<file path="src/rtl/deblur_pkg.sv">
package deblur_pkg;

    localparam int PIX_W  = 8;
    localparam int FRAC   = 4;
    localparam int COEF_W = 6;
    localparam int NCH    = 3;

    localparam int DIF_W  = PIX_W + 1;
    localparam int PRD_W  = DIF_W + COEF_W + 1;
    localparam int ACC_W  = PRD_W + 2;

    typedef logic [PIX_W-1:0]         pix_t;
    typedef logic [COEF_W-1:0]        coef_t;
    typedef logic signed [DIF_W-1:0]  dif_t;
    typedef logic signed [PRD_W-1:0]  prd_t;
    typedef logic signed [ACC_W-1:0]  acc_t;

    typedef struct packed {
        pix_t r;
        pix_t g;
        pix_t b;
    } rgb_t;

    typedef struct packed {
        logic valid;
        logic sync;
        logic en;
        rgb_t byp;
    } side_t;

    localparam acc_t TOP_LIM = acc_t'(((1 << PIX_W) - 1) << FRAC);

    function automatic pix_t clamp_px(input acc_t v);
        if (v < 0)
            return '0;
        else if (v > TOP_LIM)
            return '1;
        else
            return pix_t'(v >>> FRAC);
    endfunction

endpackage

</file>
<file path="src/rtl/deblur_ref_track.sv">
module deblur_ref_track
    import deblur_pkg::*;
#(
    parameter int OFS_W = 11
) (
    input  logic             clk,
    input  logic             rst,
    input  logic             vld,
    input  logic             rep,
    input  logic [OFS_W-1:0] hofs,
    input  rgb_t             cur,
    output rgb_t             prev
);

    logic [OFS_W-1:0] hofs_q;
    logic             adv_q;

    always_ff @(posedge clk) begin
        if (rst) begin
            prev   <= '0;
            hofs_q <= '0;
            adv_q  <= 1'b0;
        end else if (vld) begin
            hofs_q <= hofs;
            adv_q  <= (hofs != hofs_q);
            if (!rep || adv_q)
                prev <= cur;
        end
    end

endmodule

</file>
<file path="src/rtl/deblur_chan.sv">
module deblur_chan
    import deblur_pkg::*;
(
    input  logic  clk,
    input  logic  rst,
    input  pix_t  cur,
    input  pix_t  prev,
    input  coef_t coef,
    output pix_t  res
);

    acc_t  base1, base2;
    dif_t  dif1;
    coef_t k1;
    prd_t  prod2;

    always_ff @(posedge clk) begin
        if (rst) begin
            base1 <= '0;
            dif1  <= '0;
            k1    <= '0;
        end else begin
            base1 <= acc_t'({1'b0, prev}) <<< FRAC;
            dif1  <= $signed({1'b0, prev}) - $signed({1'b0, cur});
            k1    <= coef;
        end
    end

    always_ff @(posedge clk) begin
        if (rst) begin
            base2 <= '0;
            prod2 <= '0;
        end else begin
            base2 <= base1;
            prod2 <= dif1 * $signed({1'b0, k1});
        end
    end

    always_ff @(posedge clk) begin
        if (rst)
            res <= '0;
        else
            res <= clamp_px(base2 - acc_t'(prod2));
    end

endmodule

</file>
<file path="src/rtl/deblur_side_pipe.sv">
module deblur_side_pipe
    import deblur_pkg::*;
#(
    parameter int DEPTH = 3
) (
    input  logic  clk,
    input  logic  rst,
    input  side_t din,
    output side_t dout
);

    side_t stg [DEPTH];

    generate
        for (genvar i = 0; i < DEPTH; i++) begin : g_stg
            always_ff @(posedge clk) begin
                if (rst)
                    stg[i] <= '0;
                else if (i == 0)
                    stg[i] <= din;
                else
                    stg[i] <= stg[(i == 0) ? 0 : i - 1];
            end
        end
    endgenerate

    assign dout = stg[DEPTH-1];

endmodule

</file>
<file path="src/rtl/pix_deblur.sv">
module pix_deblur
    import deblur_pkg::*;
#(
    parameter int OFS_W = 11
) (
    input  logic             clk,
    input  logic             rst,
    input  logic             in_valid,
    input  logic             in_sync,
    input  logic [7:0]       in_r,
    input  logic [7:0]       in_g,
    input  logic [7:0]       in_b,
    input  logic             en,
    input  logic [5:0]       coef,
    input  logic             rep_mode,
    input  logic [OFS_W-1:0] hofs,
    output logic             out_valid,
    output logic             out_sync,
    output logic [7:0]       out_r,
    output logic [7:0]       out_g,
    output logic [7:0]       out_b
);

    localparam int LAT = 3;

    rgb_t  cur_px, prev_q, filt;
    side_t side_in, side_out;

    assign cur_px = '{r: in_r, g: in_g, b: in_b};

    deblur_ref_track #(.OFS_W(OFS_W)) u_ref (
        .clk  (clk),
        .rst  (rst),
        .vld  (in_valid),
        .rep  (rep_mode),
        .hofs (hofs),
        .cur  (cur_px),
        .prev (prev_q)
    );

    generate
        for (genvar c = 0; c < NCH; c++) begin : g_ch
            deblur_chan u_ch (
                .clk  (clk),
                .rst  (rst),
                .cur  (cur_px[c*PIX_W +: PIX_W]),
                .prev (prev_q[c*PIX_W +: PIX_W]),
                .coef (coef),
                .res  (filt[c*PIX_W +: PIX_W])
            );
        end
    endgenerate

    assign side_in = '{valid: in_valid, sync: in_sync, en: en, byp: cur_px};

    deblur_side_pipe #(.DEPTH(LAT)) u_side (
        .clk  (clk),
        .rst  (rst),
        .din  (side_in),
        .dout (side_out)
    );

    assign out_valid = side_out.valid;
    assign out_sync  = side_out.sync;
    assign out_r     = side_out.en ? filt.r : side_out.byp.r;
    assign out_g     = side_out.en ? filt.g : side_out.byp.g;
    assign out_b     = side_out.en ? filt.b : side_out.byp.b;

endmodule

</file>
<file path="config.mk">
export PLATFORM = sky130hd
export DESIGN_NAME = pix_deblur
export DESIGN_NICKNAME = d
export VERILOG_FILES = /design/src/rtl/deblur_pkg.sv /design/src/rtl/deblur_ref_track.sv /design/src/rtl/deblur_chan.sv /design/src/rtl/deblur_side_pipe.sv /design/src/rtl/pix_deblur.sv
export SDC_FILE = /design/constraint.sdc
export NUM_CORES = 1
export LEC_CHECK = 0
export BUFFER_PORTS_ARGS = -buffer_cell sky130_fd_sc_hd__buf_2
export CORE_MARGIN = 3
export CORE_UTILIZATION = 44
export CTS_CLUSTER_SIZE = 14
export DETAILED_ROUTE_END_ITERATION = 8
export PLACE_DENSITY = 0.56
export SETUP_SLACK_MARGIN = 0.1
export SLEW_MARGIN = 20
export SYNTH_ARGS = -nofsm -noshare
export SYNTH_HDL_FRONTEND = slang
export SYNTH_SLANG_ARGS = --single-unit
</file>
<file path="constraint.sdc">
create_clock -name clk -period 14.59 [get_ports clk]
set_clock_uncertainty 0.15 [all_clocks]
set_input_delay 1.459 -clock clk [delete_from_list [all_inputs] [get_ports clk]]
set_output_delay 1.459 -clock clk [all_outputs]
set_load 0.02 [all_outputs]
</file>
==> metrics, run 1 <==
status completed; core area 35700 um2; Die Y 197 um; MaxCap Viol Count 0; clock root buffer clkbuf_16; CP Launch Point g_ch[2].u_ch.k1[1]; pin count of the biggest net entering global routing 84; Initial Utilization 0.449; Clock transition at path regs 60 ps; GRT overflow 0; R2R Path Start g_ch[2].u_ch.k1[1]; top cells by area, synth dfxtp_1 34%, fa_1 15%, ha_1 11%; first-pass GRT wire length 54000 um; Worst Hold Class reg -> reg; half-perimeter wire length after placement 24500 um; die span in x 197 um; cell area power density 124 nW/um2; final hold vios 0; first-pass detailed-route iteration total 4; CTS sink count 270; Residual DRC 0; maximum clock insertion buffer count 3; layout cell share with drive strength beyond 1 0.0949; commonest register cell after synthesis dfxtp_1; post-synth top area cell dfxtp_1; Final Cycle Share 0.357; fin cells 2241; setup TNS 0 ps; number of vias in the routed layout 10800; Setup Buffers After CTS 0; Critical Path RT 14840 ps; routability cong. 0.844; Worst Hold End g_ch[1].u_ch.base2[5]; Worst Tran Pin Value 972 ps; worst ir drop on vdd 0.0000798 V; crit path max fanout 16; Port Buffers 72; TritonCTS buffer count 29; placed cell count 2188; RSZ-0062 raised after global routing no; drt wl/cell 14.1 um; Layout fillers 3389; synth unique cells 58; post-synth top area share 0.337; static leakage 8.75 nW; Max Slew Vio Count 0; worst r2r path cells 15; commonest cells in the netlist 270 x dfxtp_1, 241 x inv_1, 145 x and2_1; I/O pins 73; final setup violation count 0; Final Util 0.499; synth warn 0; Critical Path AT 5460 ps; f_max 192 MHz; most instantiated library cell after synthesis dfxtp_1; layout net count 2069; sequential share of the synthesized area 0.337; Avg Inst Size Synth 9.46 um2; H-tree depth 1; die area 38800 um2; relative slew slack 0.352; Global Route Usage Sum 0.169; min cycle time layout 5210 ps; Clk Latency, worst-skew pair 550 ps; vias per std cell 4.83; PostCTS Resize Cnt 0; #FFs+latches synth 270; Startpoint Class flip-flop; post-synthesis cell count 1696; TritonCTS clock tree yes; hold_sp g_ch[1].u_ch.base1[5]; hold buffer count at cts 0; Inserted Diodes 0; area delta synth->final 11.2%; num rows 69; net count after synthesis 2007; reg2reg end g_ch[2].u_ch.prod2[14]; initial antenna violation count 0; Post-Syn Area 16100 um2; Setup crit end kind flip-flop; vias in the first global route 11300; final WL 31600 um; fraction of synthesis flops using an asynchronous set or reset pin 0; Crit Path Category reg -> reg; reg2reg setup slack 9380 ps; Post-synth EDFFs 0; ANT nets after route 0; DRT iter0 DRCs 359; Hold Crit Depth 1
## logic make-up after synthesis
group                      Yosys count  synth area share
DFF                                270             0.337
and+or+nand+nor                    565             0.188
adders and majority gates          264             0.262
AOI/OAI and AO/OA                  191            0.0775
xor gates and xnor gates            82            0.0447
muxes                               35            0.0237
buffers and inverters              289            0.0676
## stage by stage
| stage | hold WS, ps | worst slack [ps] | cell area, um2 | power (mW) |
|---|---|---|---|---|
| 2_1_floorplan | 264 | 9910 | 16100 | 1.35 |
| 3_3_place_gp | 265 | 9460 | 16900 | 1.50 |
| 3_5_place_dp | 270 | 9370 | 16900 | 1.51 |
| 4_1_cts | 284 | 9330 | 17800 | 2.25 |
| 5_1_grt | 296 | 8940 | 17800 | 2.37 |
| 6_report | 283 | 9380 | 17800 | 2.21 |
## worst max-delay path, cell delays in order (launching register included)
cell       delay (ps)
dfxtp_1           570
buf_4             260
and2_1            260
fa_1              470
fa_1              470
fa_1              540
inv_1              50
fa_1              490
inv_1              40
ha_1              340
a21o_1            180
a21o_1            200
a2111oi_0         620
o31ai_1           200
xnor2_1           160
nor2_1             50
## layout make-up
class                   count  area, um2  share of cell area
well taps                 461        577              0.0323
clock buffers              44        892              0.0500
flip-flops and latches    270       5410               0.303
multi-input cells        1137       9570               0.536
repair buffers             79        419              0.0235
clock inverters             9       83.8             0.00470
inverters                 241        905              0.0507
## state kept, by name, indices dropped and copies added (netlist names)
name,flops
g_ch.u_ch.base1,24
g_ch.u_ch.base2,24
g_ch.u_ch.dif1,27
g_ch.u_ch.k1,6
g_ch.u_ch.prod2,48
g_ch.u_ch.res,24
u_ref.adv_q,1
u_ref.hofs_q,11
u_ref.prev,24
u_side.stg,81
## routing by layer
layer	part of all wire	routed length (um)	global-route usage
met5	0	0	0
met4	0.025	794	0.0433
met3	0.021	677	0.0200
met2	0.51	16100	0.317
met1	0.44	14100	0.205
## where the power goes
group          switching (mW)  internal (mW)  total (mW)
Combinational           0.345          0.264       0.608
Clock                   0.294          0.439       0.732
Sequential             0.0521          0.821       0.873
## cells in the final DEF, fill, tap and decap left out, types with 14 or more instances in the layout
cell type / instances
o21ai_0: 27
buf_2: 71
ha_1: 144
clkbuf_16: 29
xnor2_1: 60
nor3_1: 29
mux2_2: 24
nor2_1: 135
and2_1: 145
dfxtp_1: 270
xor2_1: 22
fa_1: 120
a21o_1: 23
nand2_1: 72
a21oi_1: 68
nand3_1: 14
nor2b_1: 109
inv_1: 241
## how the worst max path moves through the flow
stage | endpoint | slack [ps] | cells past startpoint
2_1_floorplan | g_ch[2].u_ch.prod2[14] | 9910 | 15
3_3_place_gp | g_ch[2].u_ch.prod2[14] | 9460 | 14
3_5_place_dp | g_ch[2].u_ch.prod2[14] | 9370 | 14
4_1_cts | g_ch[2].u_ch.prod2[14] | 9330 | 14
5_1_grt | g_ch[2].u_ch.prod2[14] | 8940 | 14
6_report | g_ch[2].u_ch.prod2[14] | 9380 | 15
Note: power is estimated with default switching activity, not from simulation.
==> inputs of run 2 (changes only) <==
ABC_AREA = 1   (was unset)
PLACE_DENSITY = 0.58   (was 0.56)
clock period = 4.5 ns   (was 14.59 ns; I/O delays follow)
==> run 2 against run 1 <==
Routed wire length is 17% higher. Fmax is 23% higher. Final area is 13% higher. Critical endpoint is now g_ch[1].u_ch.prod2[13]. Synthesized cell count is 38% higher. Largest power group unchanged. Synthesized area is 8.3% higher. Critical path type unchanged. Cell count is 34% higher. Highest routed layer unchanged. Register-to-register slack worse by 9100 ps. Combinational power grew to 4.0 times the previous value.
==> metrics, run 2 <==
Clk Latency, worst-skew pair 570 ps; sequential share of the synthesized area 0.311; Final Util 0.517; RSZ-0062 raised after global routing yes; Initial Utilization 0.448; largest reg by FF count u_side.stg; Layout fillers 3804; f_max 235 MHz; relative slew slack 0.467; commonest register cell after synthesis dfxtp_1; layout net count 2774; die span in x 205 um; drt wl/cell 12.3 um; Int Pwr 5.06 mW; most common cell after layout, fill and taps aside inv_1; Global Route Usage Sum 0.178; post-synth top area cell dfxtp_1; final hold vios 0; net count after synthesis 2648; CTS sink count 270; critical path's slowest cell fa_1; first-pass detailed-route iteration total 5; worst setup margin 252 ps; top cells by area, synth dfxtp_1 31%, fa_1 14%, inv_1 13%; ANT nets after route 0; Crit Path Category reg -> reg; TritonCTS buffer count 30; die area 41900 um2; commonest non-fill, non-tap cells in the layout 589 x inv_1, 421 x nand2_1, 268 x nor2_1; pin count of the biggest net entering global routing 76; vias per std cell 4.58; num rows 72; Inserted Diodes 0; half-perimeter wire length after placement 28500 um; Port Buffers 72; layout cell share with drive strength beyond 1 0.104; switch share 0.348; Worst Tran Pin Value 800 ps; post-synth top area share 0.311; DRT iter0 DRCs 685; H-tree depth 1; CP delay by family, top adder cells; core area 38800 um2; GRT overflow 0; Avg Inst Size Synth 7.44 um2; max FFs per register 81; Residual DRC 0; TritonCTS clock tree yes; #FFs+latches synth 270; register share of total power 0.363; clock root buffer clkbuf_16; Gate power share 0.313; Worst path max stage delay 490 ps; first-pass GRT wire length 62700 um; crit path max fanout 7; MaxCap Viol Count 0; final setup violation count 0; Max Slew Vio Count 0; register area 5430 um2; fraction of synthesis flops using an asynchronous set or reset pin 0; Clock transition at path regs 60 ps; Critical Path AT 4550 ps; Startpoint Class flip-flop; commonest cells in the netlist 592 x inv_1, 421 x nand2_1, 270 x dfxtp_1, 270 x nor2_1, 150 x a21oi_1; Setup WS pre-CTS -54.7 ps; Critical Path RT 4800 ps; crit-path most repeated cell fa_1; vias in the first global route 13300; status completed; synth unique cells 36; setup TNS 0 ps; min cycle time layout 4250 ps; worst ir drop on vdd 0.000301 V; synth warn 0; post-synthesis cell count 2337; final WL 36900 um; clock group share of total power 0.324; worst-path cell chain buf_4 > buf_4 > nand2_1 > inv_1 > fa_1 > inv_1 > fa_1 > fa_1 > inv_1 > fa_1 > ha_1 > a21oi_2 > o21ai_2 > a21oi_2 > o21ai_2 > a21o_1 > o21ai_1 > a21oi_1; static leakage 11.2 nW; maximum clock insertion buffer count 3; most instantiated library cell after synthesis inv_1; Final Cycle Share 0.944; routability cong. 0.893; area delta synth->final 15.5%; Post-synth EDFFs 0; number of vias in the routed layout 13700; I/O pins 73; Setup crit end kind flip-flop; CP bufs+invs 5; multi-input logic area 9680 um2; Worst Hold Class in -> reg; initial antenna violation count 0; Die Y 205 um; Post-Syn Area 17400 um2; NetSw 2.70 mW; biggest regs u_side.stg x81, g_ch.u_ch.prod2 x48, g_ch.u_ch.dif1 x27; cell area power density 386 nW/um2
-- run 2: cell types whose count changed after synthesis, sizes merged, moves of 52 or more --
| cell | before | now |
|---|---|---|
| nand2 | 72 | 431 |
| nand3 | 14 | 67 |
| a21oi | 68 | 150 |
| o21ai | 31 | 105 |
| nor2b | 109 | 0 |
| nor2 | 136 | 277 |
| and2 | 145 | 0 |
| xnor2 | 60 | 8 |
| inv | 241 | 596 |
-- run 2: path summary, 6_finish.rpt --
| check | from | to | slack, ps | cells past startpoint |
|---|---|---|---|---|
| worst max-delay path | g_ch[2].u_ch.k1[3] | g_ch[1].u_ch.prod2[13] | 250 | 18 |
| worst max register to register | g_ch[2].u_ch.k1[3] | g_ch[1].u_ch.prod2[13] | 250 | 18 |
| worst min register to register | u_side.stg[0][25] | u_side.stg[1][25] | 240 | 2 |
| worst min-delay path | hofs[5] | u_ref.hofs_q[5] | 30 | 3 |
-- run 2: worst reg2reg max path, delay by kind of cell, from the launching register on --
kind,cells,cell delay [ps]
flip-flops,1,380
adder cells (fa/ha/maj),5,2240
buffers and inverters,5,450
AO/OA/AOI/OAI,7,870
AND/OR/NAND/NOR,1,50
-- run 2: kinds of logic (layout without fill, tap and decap cells) --
family                     count (synthesis)  count (layout)  share of synthesized area
and+or+nand+nor                          818             818                      0.191
buffers and inverters                    653             799                      0.141
AOI/OAI and AO/OA                        277             277                     0.0827
DFF                                      270             270                      0.311
adders and majority gates                264             264                      0.242
xor gates and xnor gates                  31              31                     0.0173
muxes                                     24              24                     0.0155
-- run 2: what timing repair did --
item	4_1_cts	5_1_grt
pin swaps	0	13
setup endpoints to repair	14	19
hold buffers	41	0
setup buffers	0	6
gates resized for setup	3	56
endpoints found under the hold margin	42	0
-- run 2: metrics by stage --
step                      hold WS (ps)  total power [mW]  std cells  instance area, um2
after CTS                         19.6              7.82       2995               19900
after detailed placement           242              5.23       2902               18500
after global routing              34.6              8.36       3001               20100
final                             27.2              7.76       3001               20100
after global placement             239              5.20       2902               18500
after floorplan                    238              4.62       2337               17400
-- run 2: power by group through the flow --
| stage | logic (mW) | clock network (mW) | registers [mW] |
|---|---|---|---|
| floorplan | 1.83 | 0 | 2.79 |
| global placement | 2.33 | 0 | 2.87 |
| detailed placement | 2.35 | 0 | 2.87 |
| CTS | 2.40 | 2.59 | 2.82 |
| global route | 2.84 | 2.68 | 2.85 |
| finish | 2.43 | 2.51 | 2.82 |
-- run 2: layout make-up --
type                            count  share of cell area
Multi-Input combinational cell   1414               0.482
Inverter                          597               0.112
Tap cell                          518              0.0323
Clock inverter                     12             0.00884
Sequential cell                   270               0.270
Timing Repair Buffer              150              0.0533
Clock buffer                       40              0.0422
-- run 2: routing by layer --
| layer | part of all wire | global-route usage | vias to the layer above | wire (um) |
|---|---|---|---|---|
| met5 | 0 | 0 | - | 0 |
| met2 | 0.46 | 0.304 | 155 | 17100 |
| met3 | 0.027 | 0.0194 | 41 | 991 |
| met4 | 0.017 | 0.0347 | 0 | 616 |
| li1 | - | - | 7248 | - |
| met1 | 0.49 | 0.247 | 6299 | 18200 |
